==> src/rtl/eirq_pkg.sv <==
package eirq_pkg;
  typedef enum logic [1:0] {
    SENSE_LOW  = 2'd0,
    SENSE_ANY  = 2'd1,
    SENSE_FALL = 2'd2,
    SENSE_RISE = 2'd3
  } sense_t;

  localparam int ADDR_SENSE = 0;
  localparam int ADDR_FLAG  = 1;
  localparam int ADDR_MASK  = 2;

  // Does the pair (previous, current) qualify under mode m?
  function automatic logic edge_hit(sense_t m, logic p, logic c);
    case (m)
      SENSE_ANY:  edge_hit = p ^ c;
      SENSE_FALL: edge_hit = p & ~c;
      SENSE_RISE: edge_hit = ~p & c;
      default:    edge_hit = 1'b0;
    endcase
  endfunction
endpackage

==> src/rtl/eirq_sync.sv <==
module eirq_sync #(
  parameter int STAGES = 2
) (
  input  logic clk,
  input  logic rst_n,
  input  logic d,
  output logic q
);
  logic [STAGES-1:0] chain;

  always_ff @(posedge clk) begin
    if (!rst_n) chain <= '1;
    else        chain <= {chain[STAGES-2:0], d};
  end

  assign q = chain[STAGES-1];
endmodule

==> src/rtl/eirq_event.sv <==
module eirq_event
  import eirq_pkg::*;
(
  input  logic   clk,
  input  logic   rst_n,
  input  logic   cur,
  input  sense_t mode,
  input  logic   sense_wr,
  input  sense_t sense_new,
  output logic   set_evt,
  output logic   level_low
);
  logic prev;
  logic pseudo;

  always_ff @(posedge clk) begin
    if (!rst_n) prev <= 1'b1;
    else        prev <= cur;
  end

  // A mode change makes the detector treat the pin as having just arrived
  // at its present level from the opposite one.
  always_comb begin
    pseudo = 1'b0;
    if (sense_wr && sense_new != mode)
      pseudo = edge_hit(sense_new, ~cur, cur);
  end

  assign set_evt   = edge_hit(mode, prev, cur)
                   | (sense_wr & (edge_hit(sense_new, prev, cur) | pseudo));
  assign level_low = (mode == SENSE_LOW) & ~cur;


  level_noflag_chk: assert property (@(posedge clk) disable iff (!rst_n)
    (mode == SENSE_LOW && !sense_wr) |-> !set_evt);

  same_mode_quiet_chk: assert property (@(posedge clk) disable iff (!rst_n)
    (sense_wr && sense_new == mode && prev == cur) |-> !set_evt);
endmodule

==> src/rtl/eirq_flag_core.sv <==
module eirq_flag_core (
  input  logic clk,
  input  logic rst_n,
  input  logic set_evt,
  input  logic clr_wr,
  input  logic mask_wr,
  input  logic mask_val,
  input  logic level_low,
  output logic flag,
  output logic mask,
  output logic irq
);
  always_ff @(posedge clk) begin
    if (!rst_n) begin
      flag <= 1'b0;
      mask <= 1'b0;
      irq  <= 1'b0;
    end else begin
      if (set_evt)     flag <= 1'b1;
      else if (clr_wr) flag <= 1'b0;
      if (mask_wr)     mask <= mask_val;
      irq <= mask & (flag | level_low);
    end
  end


  set_wins_chk: assert property (@(posedge clk) disable iff (!rst_n)
    set_evt |=> flag);

  w1c_clears_chk: assert property (@(posedge clk) disable iff (!rst_n)
    (clr_wr && !set_evt) |=> !flag);

  masked_quiet_chk: assert property (@(posedge clk) disable iff (!rst_n)
    !mask |=> !irq);

  pending_fires_chk: assert property (@(posedge clk) disable iff (!rst_n)
    (mask && flag) |=> irq);
endmodule

==> src/rtl/eirq_ctrl.sv <==
module eirq_ctrl
  import eirq_pkg::*;
#(
  parameter int SYNC_STAGES = 2,
  parameter int ADDR_W      = 2,
  parameter int REG_W       = 2
) (
  input  logic              clk,
  input  logic              rst_n,
  input  logic              pin_async,
  input  logic              bus_wr,
  input  logic [ADDR_W-1:0] bus_addr,
  input  logic [REG_W-1:0]  bus_wdata,
  output logic [REG_W-1:0]  bus_rdata,
  output logic              irq
);
  localparam logic [ADDR_W-1:0] A_SENSE = ADDR_W'(ADDR_SENSE);
  localparam logic [ADDR_W-1:0] A_FLAG  = ADDR_W'(ADDR_FLAG);
  localparam logic [ADDR_W-1:0] A_MASK  = ADDR_W'(ADDR_MASK);

  logic   pin_s, set_evt, level_low, flag, mask;
  logic   sense_wr, clr_wr, mask_wr;
  sense_t mode, sense_new;

  assign sense_wr  = bus_wr && bus_addr == A_SENSE;
  assign clr_wr    = bus_wr && bus_addr == A_FLAG && bus_wdata[0];
  assign mask_wr   = bus_wr && bus_addr == A_MASK;
  assign sense_new = sense_t'(bus_wdata[1:0]);

  always_ff @(posedge clk) begin
    if (!rst_n)        mode <= SENSE_LOW;
    else if (sense_wr) mode <= sense_new;
  end

  eirq_sync #(.STAGES(SYNC_STAGES)) sync_i (
    .clk(clk), .rst_n(rst_n), .d(pin_async), .q(pin_s)
  );

  eirq_event event_i (
    .clk(clk), .rst_n(rst_n), .cur(pin_s), .mode(mode),
    .sense_wr(sense_wr), .sense_new(sense_new),
    .set_evt(set_evt), .level_low(level_low)
  );

  eirq_flag_core core_i (
    .clk(clk), .rst_n(rst_n), .set_evt(set_evt), .clr_wr(clr_wr),
    .mask_wr(mask_wr), .mask_val(bus_wdata[0]), .level_low(level_low),
    .flag(flag), .mask(mask), .irq(irq)
  );

  always_comb begin
    bus_rdata = '0;
    if (bus_addr == A_SENSE)     bus_rdata = REG_W'(mode);
    else if (bus_addr == A_FLAG) bus_rdata = REG_W'(flag);
    else if (bus_addr == A_MASK) bus_rdata = REG_W'(mask);
  end


  spurious_set_chk: assert property (@(posedge clk) disable iff (!rst_n)
    (sense_wr && sense_new == SENSE_ANY && mode != SENSE_ANY) |=> flag);

  edge_unmasked_chk: assert property (@(posedge clk) disable iff (!rst_n)
    (mode == SENSE_ANY && !sense_wr && $changed(pin_s)) |=> flag);
endmodule

==> config.mk <==
export PLATFORM = sky130hd
export DESIGN_NAME = eirq_ctrl
export DESIGN_NICKNAME = d
export VERILOG_FILES = /design/src/rtl/eirq_pkg.sv /design/src/rtl/eirq_sync.sv /design/src/rtl/eirq_event.sv /design/src/rtl/eirq_flag_core.sv /design/src/rtl/eirq_ctrl.sv
export SDC_FILE = /design/constraint.sdc
export NUM_CORES = 1
export LEC_CHECK = 0
export BUFFER_PORTS_ARGS = -buffer_cell sky130_fd_sc_hd__clkbuf_2
export CAP_MARGIN = 0
export CORE_AREA = 3 3 40 42
export CTS_BUF_LIST = sky130_fd_sc_hd__clkbuf_8
export DETAILED_ROUTE_END_ITERATION = 7
export DIE_AREA = 0 0 43 45
export PLACE_DENSITY_LB_ADDON = 0.1
export RECOVER_POWER = 50
export SETUP_SLACK_MARGIN = 0.05
export SYNTH_ARGS = -nofsm -noshare
export SYNTH_HDL_FRONTEND = slang
export SYNTH_SLANG_ARGS = --single-unit
export TNS_END_PERCENT = 20
==> constraint.sdc <==
create_clock -name clk -period 1.3 [get_ports clk]
set_input_delay 0.26 -clock clk [delete_from_list [all_inputs] [get_ports clk]]
set_output_delay 0.26 -clock clk [all_outputs]
set_load 0.03 [all_outputs]
**After elaboration in Yosys (flattened, before gate mapping)**

Index checks and enable logic that the tools add are counted.

- Flip-flop bits (word level): 8
- Input bits: 8
- Output and inout port bits: 3
- Word-level logic and storage cells: 44

- Eq/ne operators: 9
- Muxes and demuxes: 9
- Bitwise operators: 12
- Reductions and logical operators: 8

Operator list:

| kind | number |
|---|---|
| $eq 2x2->1 const B | 5 |
| $pmux 1 s3 | 3 |
| $eq 2x1->1 const B | 3 |
| $and 1x1->1 | 5 |
| $logic_and 1x1->1 | 5 |
| $mux 1 | 5 |
| $logic_not 2->1 | 2 |
| $or 1x1->1 | 3 |
| $mux 2 | 1 |
| $ne 2x2->1 | 1 |
| $not 1->1 | 2 |
| $reduce_bool 2->1 | 1 |
| $xor 1x1->1 | 2 |

**Logic depth before layout (Yosys ltp)**

- Depth after elaboration: 8
- Mapped depth: 6
- Depth with buffers taken out: 6

**By module**

A second synthesis with hierarchy kept.

- Cell total of the unflattened synthesis: 47
- Area total of the unflattened synthesis: 427.9 µm²

Modules (own cells, without submodules):

| module | instances | cells an instance | area an instance (µm²) | sequential area each (µm²) |
|---|---|---|---|---|
| eirq_ctrl | 1 | 16 | 142.6 | 40.0 |
| eirq_event | 1 | 19 | 132.6 | 20.0 |
| eirq_flag_core | 1 | 8 | 100.1 | 60.1 |
| eirq_sync | 1 | 4 | 52.6 | 40.0 |

**Worst setup path after synthesis**

No wires, ideal clock.

- Path type: reg-to-output
- Start: register mode[0]
- End: output port bus_rdata[0]
- Arrival: 1,156 ps
- Data required time: 1,040 ps
- Setup slack: -116 ps
- Stages on the path, launching flop included: 4
- Buffers on the path: 1
- Cells stage by stage: dfxtp_1 > buf_6 > mux2i_1 > o21ai_0

- Word-level cells in the longest chain between the ends: 1

RTL lines:

| what | line | RTL |
|---|---|---|
| start: declaration | eirq_ctrl.sv:23 | `sense_t mode, sense_new;` |
| start signal: assignment | eirq_ctrl.sv:32 | `else if (sense_wr) mode <= sense_new;` |
| $mux 2 | eirq_ctrl.sv:53 | `if (bus_addr == A_SENSE) bus_rdata = REG_W'(mode);` |
| end: declaration | eirq_ctrl.sv:14 | `output logic [REG_W-1:0] bus_rdata,` |

No other way between the ends.

**Final worst setup path**

- Start: register sync_i.chain[1]
- End: register core_i.flag

- Word-level cells in the longest chain between the ends: 8
- Elaborated cells on any way between the ends: 14
- Classes of those cells: mux: 5; bitwise: 8; reduce/logical: 1

RTL lines:

| what | line | RTL |
|---|---|---|
| start: declaration | eirq_sync.sv:9 | `logic [STAGES-1:0] chain;` |
| start signal: assignment | eirq_sync.sv:13 | `else chain <= {chain[STAGES-2:0], d};` |
| $not 1->1 | eirq_pkg.sv:17, eirq_event.sv:26 |  |
| $xor 1x1->1 | eirq_pkg.sv:16 | `SENSE_ANY: edge_hit = p ^ c;` |
| $pmux 1 s3 | eirq_pkg.sv:15 | `case (m)` |
| $mux 1 | eirq_event.sv:25 | `if (sense_wr && sense_new != mode)` |
| $or 1x1->1 | eirq_event.sv:30 | `\| (sense_wr & (edge_hit(sense_new, prev, cur) \| pseudo));` |
| $and 1x1->1 | eirq_event.sv:30 |  |
| $or 1x1->1 * | eirq_event.sv:30 |  |
| $mux 1 or $reduce_bool 2->1 (tied branches) | - |  |
| end signal: assignment | eirq_flag_core.sv:15 | `flag <= 1'b0;` |
| end signal: assignment | eirq_flag_core.sv:19 | `if (set_evt) flag <= 1'b1;` |
| end signal: assignment | eirq_flag_core.sv:20 | `else if (clr_wr) flag <= 1'b0;` |
| end: declaration | eirq_flag_core.sv:9 | `output logic flag,` |

Mark *: on every way between the ends. The rest lies on a longest branch, timed or not.
A chain may end at the register's enable or synchronous reset.

==> summary.txt <==
Period minus WS final: 1324 ps
clock buffer depth: 2
layout net count: 75
post-synth top area share: 37.76%
P per Cell Area: 1028 nW/um^2
Final Hold Viols: 0
top_reg_cell synth: dfxtp_1
combinational fraction of design power: 12.0%
CP Cell Sequence: inv_4 > ha_4 > mux2_4 > a22o_1 > o31a_1
worst hold-check path type: primary input to flop
TritonCTS Buffers: 3
Startpoint Class: flop
Post-DRT Antenna Nets: 0
Seq pwr share: 41.3%
count leader, synth: dfxtp_1
worst skew pair latency: 230 ps
initial antenna violation count: 0
worst-path fanout max: 3
layout cells sized above 1: 44.44%
I/O Buffers: 10
unrepaired setup endpoints after global routing: yes
Synth area leaders: dfxtp_1, mux2i_1, ha_1, nand3b_1, nand2b_1
Clock Power Share: 46.7%
core area: 1285 um^2
Final HPWL DP: 706.3 um
number of max-cap violations: 0
Max Clock Freq: 755.5 MHz
status: finished with violations
Largest stage delay, worst path: 370 ps
post-route setup slack: -23.57 ps
vias in the first global route: 358
Tcrit/Tclk final: 101.8%
Synth Cell Area: 424.2 um^2
Avg Inst Size Synth: 9.640 um^2
Non-Filler Instances: 78
total grt overflow: 0
Setup Skew: 3.069 ps
crit path capture type: flop
Row Count: 13
CTS clk-pin slew, worst paths: 40 ps
Critical Path RT: 1420 ps
GRT Total Usage: 11.45%
root buffer cell: clkbuf_8
P&R area growth vs syn: 45.72%
switch share: 21.99%
H-tree levels: 1
Pre-antenna DRT Iters: 2
Slew @ Worst Pin: 297.6 ps
CTS tree: done
Antenna Cells: 0
Routed WL: 882 um
sw power: 0.0001398 W
Yosys warning total: 0
sequential share of the synthesized area: 37.76%
Synth area leader: dfxtp_1
P_int: 0.0004958 W
IO Pins: 11
WS Path Type: flop to flop
Final GP Congestion: 0.7593
number of enable flip-flop cells after synthesis: 0
CTS hold repair buffers: 0
failing checks: setup timing
Post-synth top cells: dfxtp_1, mux2i_1, nand2_1
Placed Instances: 74
largest net degree at the start of global routing: 9
count of different cell masters after synthesis: 22
Final Setup Violations: 2
first-pass GRT wire length: 1573 um
die height: 45 um
vias per cell: 4.846
DRC Markers: 0
TNS Setup: -24.61 ps
Post-DP Area: 526.8 um^2
Post-Syn Nets: 54
Final Core Density: 48.10%
DR WL/cell: 11.31 um
via count: 378
P_leak: 0.2878 nW
Max stage delay cell, worst path: dfxtp_4
pre-CTS setup slack: -139.0 ps
Post-Syn Instances: 44
critical path arrival: 1440 ps
die area: 1935 um^2
post-route cell area: 618.1 um^2
CTS Sinks: 8
Starting Density: 33.01%
VDD IR max: 0.0004660 V
Seq cells post-synth: 8
Die Wd: 43 um
post-synthesis async set-or-reset flop share: 0%
Slew Limit Fails: 0
Iteration-0 DRC Markers: 3
Slew headroom: 80.16%
## cell families after synthesis
family	Yosys count	synth area share, %
simple gates	19	26.55
fa+ha+maj	2	5.899
compound gates	7	12.39
buf+inv	3	4.425
flops	8	37.76
mux	5	12.98
## power groups by stage
stage                     clock network (W)   logic, W  registers (W)
final                              0.000297  0.0000765       0.000262
after global routing               0.000322  0.0000864       0.000263
after CTS                          0.000308  0.0000784       0.000262
after detailed placement                  0  0.0000716       0.000267
after global placement                    0  0.0000715       0.000267
after floorplan                           0  0.0000382       0.000264
## cells in the final DEF, fill, tap and decap left out, types with 2 or more instances in the layout
master / n
clkbuf_8: 3
nand3b_1: 3
ha_4: 2
a211oi_1: 2
clkbuf_2: 7
nand2b_1: 3
dfxtp_4: 2
nand2_1: 4
buf_4: 7
dfxtp_1: 4
nor2b_1: 3
dfxtp_2: 2
mux2i_1: 4
## through the flow
step	total power, W	hold WS [ps]
4_1_cts	0.0006487	210.6
5_1_grt	0.0006709	230.6
2_1_floorplan	0.0003025	329.1
6_report	0.0006356	214.8
3_3_place_gp	0.0003383	400.1
3_5_place_dp	0.0003383	405.9
## layout make-up
type	count	area (um^2)
Clock buffer	3	41.29
Sequential cell	8	170.2
Inverter	2	10.01
Timing Repair Buffer	17	107.6
Tap cell	15	18.77
Multi-Input combinational cell	33	270.3
Fill cell	128	666.9
## what timing repair did
item,in CTS,in global routing
resized for setup,15,2
endpoints found under the setup margin,3,3
setup buffers,1,0
cloned,0,0
pin swaps,2,1
## state kept, by name, indices dropped and copies added, names as in the netlist
register,count
core_i.flag,1
core_i.mask,1
sync_i.chain,2
core_i.irq,1
event_i.prev,1
mode,2
## per-layer routing
metal,GRT usage (%),vias up,part of all wire (%)
met1,13.38,169,43
met5,0,-,0
li1,-,196,-
met2,18.26,11,48
met3,3.586,2,6.9
met4,7.229,0,1.9
## worst paths after layout
path / to / slack (ps) / depth (start not counted) / start
max: core_i.flag$_SDFFE_PN0P_ / -20 / 5 / sync_i.chain[1]$_SDFF_PN1_
max reg2reg: core_i.flag$_SDFFE_PN0P_ / -20 / 5 / sync_i.chain[1]$_SDFF_PN1_
min reg2reg: sync_i.chain[1]$_SDFF_PN1_ / 410 / 1 / sync_i.chain[0]$_SDFF_PN1_
min: sync_i.chain[0]$_SDFF_PN1_ / 210 / 2 / pin_async
## worst max-delay path, delay by kind of cell (launching register included)
| family | cells | cell delay [ps] |
|---|---|---|
| buffers and inverters | 1 | 40 |
| muxes | 1 | 250 |
| DFF | 1 | 370 |
| adders and majority gates | 1 | 140 |
| AOI/OAI and AO/OA | 2 | 400 |
Note: power is estimated with default switching activity, not from simulation.
